<file path="src/rtl/lane_pkg.sv">
package lane_pkg;
  typedef enum logic [2:0] {
    MODE_DIRECT = 3'd0,
    MODE_W8     = 3'd1,
    MODE_W16_BE = 3'd2,
    MODE_W16_LE = 3'd3,
    MODE_W32_BE = 3'd4,
    MODE_W32_LE = 3'd5
  } lane_mode_e;

  // bytes carried in data phase; 0 for direct and reserved codes
  function automatic int mode_bytes(logic [2:0] m);
    case (m)
      MODE_W8:                  return 1;
      MODE_W16_BE, MODE_W16_LE: return 2;
      MODE_W32_BE, MODE_W32_LE: return 4;
      default:                  return 0;
    endcase
  endfunction

  function automatic logic mode_le(logic [2:0] m);
    return (m == MODE_W16_LE) || (m == MODE_W32_LE);
  endfunction
endpackage

</file>
<file path="src/rtl/lane_wr_map.sv">
module lane_wr_map import lane_pkg::*; #(
  parameter int LANES  = 4,
  parameter int BYTE_W = 8,
  localparam int DATA_W = LANES * BYTE_W,
  localparam int ADDR_W = DATA_W - LANES
) (
  input  logic [2:0]        mode_i,
  input  logic              addr_phase_i,
  input  logic [ADDR_W-1:0] addr_i,
  input  logic [LANES-1:0]  be_i,
  input  logic [DATA_W-1:0] wdata_i,
  output logic [DATA_W-1:0] bus_o,
  output logic [LANES-1:0]  lane_en_o
);
  int nbytes;
  logic le;

  always_comb begin
    nbytes    = mode_bytes(mode_i);
    le        = mode_le(mode_i);
    bus_o     = '0;
    lane_en_o = '0;
    if (mode_i == MODE_DIRECT) begin
      bus_o = {wdata_i[BYTE_W-1:0], addr_i[DATA_W-BYTE_W-1:0]};
      lane_en_o[LANES-1] = 1'b1;
    end else if (nbytes != 0) begin
      if (addr_phase_i) begin
        bus_o = {~be_i, addr_i};
      end else begin
        lane_en_o = '1;
        // byte j of the device word sits on lane LANES-1-j (LE) or mirrored within width (BE)
        for (int j = 0; j < LANES; j++) begin
          if (j < nbytes) begin
            bus_o[(LANES-1-j)*BYTE_W +: BYTE_W] =
              le ? wdata_i[j*BYTE_W +: BYTE_W] : wdata_i[(nbytes-1-j)*BYTE_W +: BYTE_W];
          end
        end
      end
    end
  end
endmodule

</file>
<file path="src/rtl/lane_parity.sv">
module lane_parity #(
  parameter int LANES  = 4,
  parameter int BYTE_W = 8,
  localparam int DATA_W = LANES * BYTE_W
) (
  input  logic [DATA_W-1:0] bus_i,
  input  logic [LANES-1:0]  lane_en_i,
  output logic [LANES-1:0]  par_o
);
  for (genvar k = 0; k < LANES; k++) begin : g_lane
    assign par_o[k] = lane_en_i[k] & (^bus_i[k*BYTE_W +: BYTE_W]);
  end
endmodule

</file>
<file path="src/rtl/lane_rd_map.sv">
module lane_rd_map import lane_pkg::*; #(
  parameter int LANES  = 4,
  parameter int BYTE_W = 8,
  localparam int DATA_W = LANES * BYTE_W
) (
  input  logic [2:0]        mode_i,
  input  logic [DATA_W-1:0] bus_rd_i,
  output logic [DATA_W-1:0] rdata_o
);
  int nbytes;
  logic le;

  always_comb begin
    nbytes  = mode_bytes(mode_i);
    le      = mode_le(mode_i);
    rdata_o = '0;
    if (mode_i == MODE_DIRECT) begin
      rdata_o[BYTE_W-1:0] = bus_rd_i[DATA_W-1 -: BYTE_W];
    end else begin
      for (int j = 0; j < LANES; j++) begin
        if (j < nbytes) begin
          rdata_o[j*BYTE_W +: BYTE_W] =
            le ? bus_rd_i[(LANES-1-j)*BYTE_W +: BYTE_W]
               : bus_rd_i[(LANES-nbytes+j)*BYTE_W +: BYTE_W];
        end
      end
    end
  end
endmodule

</file>
<file path="src/rtl/mux_lane_steer.sv">
module mux_lane_steer #(
  parameter int LANES  = 4,
  parameter int BYTE_W = 8,
  localparam int DATA_W = LANES * BYTE_W,
  localparam int ADDR_W = DATA_W - LANES
) (
  input  logic              clk_i,
  input  logic              rst_ni,
  input  logic              addr_phase_i,
  input  logic [2:0]        mode_i,
  input  logic [ADDR_W-1:0] addr_i,
  input  logic [LANES-1:0]  be_i,
  input  logic [DATA_W-1:0] wdata_i,
  input  logic [DATA_W-1:0] bus_rd_i,
  output logic [DATA_W-1:0] bus_o,
  output logic [LANES-1:0]  par_o,
  output logic [DATA_W-1:0] rdata_o
);
  logic [DATA_W-1:0] bus_d, rdata_d;
  logic [LANES-1:0]  lane_en, par_d;

  lane_wr_map #(.LANES(LANES), .BYTE_W(BYTE_W)) u_wr (
    .mode_i      (mode_i),
    .addr_phase_i(addr_phase_i),
    .addr_i      (addr_i),
    .be_i        (be_i),
    .wdata_i     (wdata_i),
    .bus_o       (bus_d),
    .lane_en_o   (lane_en)
  );

  lane_parity #(.LANES(LANES), .BYTE_W(BYTE_W)) u_par (
    .bus_i    (bus_d),
    .lane_en_i(lane_en),
    .par_o    (par_d)
  );

  lane_rd_map #(.LANES(LANES), .BYTE_W(BYTE_W)) u_rd (
    .mode_i  (mode_i),
    .bus_rd_i(bus_rd_i),
    .rdata_o (rdata_d)
  );

  always_ff @(posedge clk_i or negedge rst_ni) begin
    if (!rst_ni) begin
      bus_o   <= '0;
      par_o   <= '0;
      rdata_o <= '0;
    end else begin
      bus_o   <= bus_d;
      par_o   <= par_d;
      rdata_o <= rdata_d;
    end
  end
endmodule

</file>
<file path="config.mk">
export PLATFORM = sky130hd
export DESIGN_NAME = mux_lane_steer
export DESIGN_NICKNAME = d
export VERILOG_FILES = /design/src/rtl/lane_pkg.sv /design/src/rtl/lane_wr_map.sv /design/src/rtl/lane_parity.sv /design/src/rtl/lane_rd_map.sv /design/src/rtl/mux_lane_steer.sv
export SDC_FILE = /design/constraint.sdc
export NUM_CORES = 1
export LEC_CHECK = 0
export BUFFER_PORTS_ARGS = -buffer_cell sky130_fd_sc_hd__buf_2
export CORE_UTILIZATION = 30
export DETAILED_ROUTE_END_ITERATION = 6
export PLACE_DENSITY = 0.55
export SLEW_MARGIN = 0
export SYNTH_ARGS = -nofsm -noshare
export SYNTH_HDL_FRONTEND = slang
export SYNTH_SLANG_ARGS = --single-unit
</file>
<file path="constraint.sdc">
create_clock -name clk_i -period 0.8 [get_ports clk_i]
set_input_delay 0.16 -clock clk_i [delete_from_list [all_inputs] [get_ports clk_i]]
set_output_delay 0.16 -clock clk_i [all_outputs]
set_load 0.02 [all_outputs]
</file>
==> flow_summary_export.csv <==
group,metric,value,unit
synth,synthCells,629,
grt,grt-ovfl-total,0,
synth,syn_avg_cell_area,8.75,sq um
synth,synth_edf_count,0,
clock_network,htree_levels,3,
drt,ant_nets,0,
setup_path,cp.arrival,2750,ps
setup_path,cp-end-kind,"flip-flop",
timing,setup_viol,136,
clock_network,clock_path_buffers,2,
placement,portBuffers,169,
synth,ys.flop_type,"dfrtp_1",
drt,routed_wl,23.3,mm
setup_path,cpMaxStageDelayCell,"a2111o_1",
min_path,timing.hold.worst.start,"addr_i[0]",
timing,hold_viol_final,0,
layout,area_delta_synth_final,79.8,%
timing,hold_slack,49.2,ps
timing,tightest_slew,429,ps
drt,wl_per_cell,19.2,microns
synth,syn_nets,741,
synth,yosys_register_bits,68,
synth,synth.top_cell.area_share,30.9,%
clock_network,clk_pin_slew,60,ps
power,p_leak,4.50,nW
min_path,whs_path_depth,2,
placement,dp_hpwl,17.0,mm
setup_path,cp_data_required_time,1040,ps
clock_network,cts_tree,"built",
setup_path,cp_top_family,"compound AO/OA/AOI/OAI gates",
floorplan,die_x,137,microns
clock_network,cts_root_buf,"clkbuf_16",
drt,firstDrtPassIters,7,
setup_path,start_kind,"primary input",
min_path,hold_class,"primary input to flip-flop",
grt,grt_usage,24.5,%
synth,yosysSeqAreaShare,30.9,%
clock_network,cts.sink_count,68,
layout,drive_above_1_share,56.6,%
timing,slew_viol_final,0,
flow_run,cap_violations,0,
drt,viasPerCell,5.47,
placement,gp_congestion,0.943,
floorplan,die_h,137,microns
clock_network,cts_buffers,9,
setup_path,critical_path_class,"primary input to flip-flop",
drt,drt_iter0_drc,578,
setup_path,worst-path-buf-inv,4,
synth,netlist-cell-type-count,58,
power,power_density,1380,nW/um^2
timing,rsz0062_at_grt,"true",
layout,nFillCells,1586,
synth,synth_area_leaders,"dfrtp_1, mux4_2, a21oi_1",
timing,fmax,0.398,GHz
setup_path,critPathMaxFanout,9,
floorplan,die_area,18900,sq um
synth,ys_warn_count,0,
setup_path,cp_cell_sequence,"buf_8 > nor2b_4 > inv_2 > ha_4 > inv_8 > nand2_8 > ha_4 > xnor2_1 > ha_4 > nand3_2 > a2111o_1 > buf_6 > o211a_1 > a21oi_2 > xnor2_1 > xnor2_1 > nor2_1",
synth,synth_top_area_cell,"dfrtp_1",
floorplan,io_pins,170,
grt,grt_pass1_vias,6313,
grt,antenna_found_initial,0,
floorplan,fp-row-count,49,
timing,period_minus_slack,2510,ps
timing,setup_tns,-88720,ps
layout,final_nets,1089,
floorplan,initial_utilization,30.6,%
grt,grt_pass1_wl,34.8,mm
setup_path,slowest_delay,440,ps
synth,async_flop_share,100,%
layout,n_antenna_cell,0,
run_status,failed_checks,"negative setup slack",
grt,grt_max_degree,43,
timing,slew_headroom,70.6,%
power,ir_worst_vdd,0.00107,V
drt,vias,6619,
run_status,status,"finished with violations",
timing,fin_crit_sh,314,%
min_path,holdPathEnd,"bus_o[0]",
floorplan,core_area,18000,sq um
synth,syn_area,5500,sq um
drt,drc_errors,0,
layout,fin_util,55.1,%
timing,setup_ws,-1710,ps
==> cell usage after synthesis, drive strengths merged, types with 4 or more instances <==
| cell | instances |
|---|---|
| ha | 10 |
| a21o | 14 |
| o2111ai | 7 |
| a22oi | 25 |
| dfrtp | 68 |
| mux4 | 26 |
| clkbuf | 25 |
| xnor2 | 12 |
| inv | 24 |
| xor2 | 7 |
| mux2 | 6 |
| a31oi | 17 |
| nor3b | 4 |
| nand2 | 60 |
| a32oi | 10 |
| buf | 21 |
| mux2i | 4 |
| a221o | 11 |
| or2 | 15 |
| o21ai | 36 |
| o211a | 4 |
| nor2b | 11 |
| a22o | 11 |
| a211oi | 7 |
| nand3 | 13 |
| o311ai | 4 |
| nor2 | 71 |
| and3 | 6 |
| a21oi | 66 |
| o21a | 6 |
==> worst max-delay path by stage <==
stage | end | depth (start not counted) | slack [ps] | startpoint
6_report | par_o[1] | 17 | -1710 | mode_i[2]
3_3_place_gp | par_o[0] | 16 | -2150 | mode_i[2]
2_1_floorplan | par_o[3] | 20 | -2520 | mode_i[1]
5_1_grt | par_o[3] | 15 | -1810 | mode_i[2]
4_1_cts | par_o[3] | 15 | -1690 | mode_i[2]
3_5_place_dp | par_o[3] | 15 | -2220 | mode_i[2]
==> per-stage QoR <==
stage	std cells	cell area [sq um]	setup slack [ps]	power [mW]
6_report	1211	9900	-1710	13.6
5_1_grt	1211	9900	-1810	14.2
4_1_cts	1199	9470	-1690	13.3
3_5_place_dp	1165	8120	-2220	8.39
3_3_place_gp	1165	8120	-2150	8.37
2_1_floorplan	629	5850	-2520	6.34
==> cell type report <==
class / count / area, sq um / share of cell area, %
Clock buffer: 10 / 239 / 2.41
Clock inverter: 6 / 63.8 / 0.645
Inverter: 24 / 113 / 1.14
Multi-Input combinational cell: 491 / 4280 / 43.2
Sequential cell: 68 / 1700 / 17.2
Tap cell: 229 / 287 / 2.89
Timing Repair Buffer: 383 / 3220 / 32.5
==> kinds of logic (layout without fill, tap and decap cells) <==
family / after synthesis / count (layout) / share of synthesized area [%]
simple gates: 192 / 192 / 16.3
xor+xnor: 21 / 21 / 3.98
compound gates: 232 / 232 / 28.8
flops: 68 / 68 / 30.9
mux: 36 / 36 / 12.6
fa+ha+maj: 10 / 10 / 2.27
buf+inv: 70 / 423 / 5.23
==> flip-flops by register name (all words and copies together), names as in the netlist <==
name,cells
rdata_o,32
par_o,4
bus_o,32
==> power breakdown <==
part	total (mW)	switching (mW)	internal (mW)
combinational	5.75	2.85	2.91
sequential	3.81	0.119	3.69
clock	4.07	1.58	2.49
total	13.6	4.55	9.09
==> metal layers <==
metal / up-vias / track usage [%] / share of wire, %
li1: 3041 / - / -
met1: 3213 / 34.0 / 42
met2: 317 / 37.4 / 47
met3: 48 / 4.89 / 8.8
met4: 0 / 9.16 / 2.5
met5: - / 0 / 0
==> layout by cell type, fill, tap and decap left out, types with 13 or more instances in the layout <==
cell type,n
a21oi_2,22
a21oi_1,37
o21ai_0,17
a22oi_1,19
dfrtp_1,68
or2_2,13
buf_2,99
nor2_1,63
buf_6,93
a31oi_1,17
a21o_1,14
mux4_2,26
buf_4,169
nand2_1,58
inv_1,15
==> timing repair <==
action	CTS	global route
hold buffers	1	0
cloned	1	1
resized for setup	229	74
pin swaps	26	50
endpoints found under the setup margin	136	136
endpoints found under the hold margin	68	0
buffers inserted	20	25
Power figures use the tool's default switching activity.
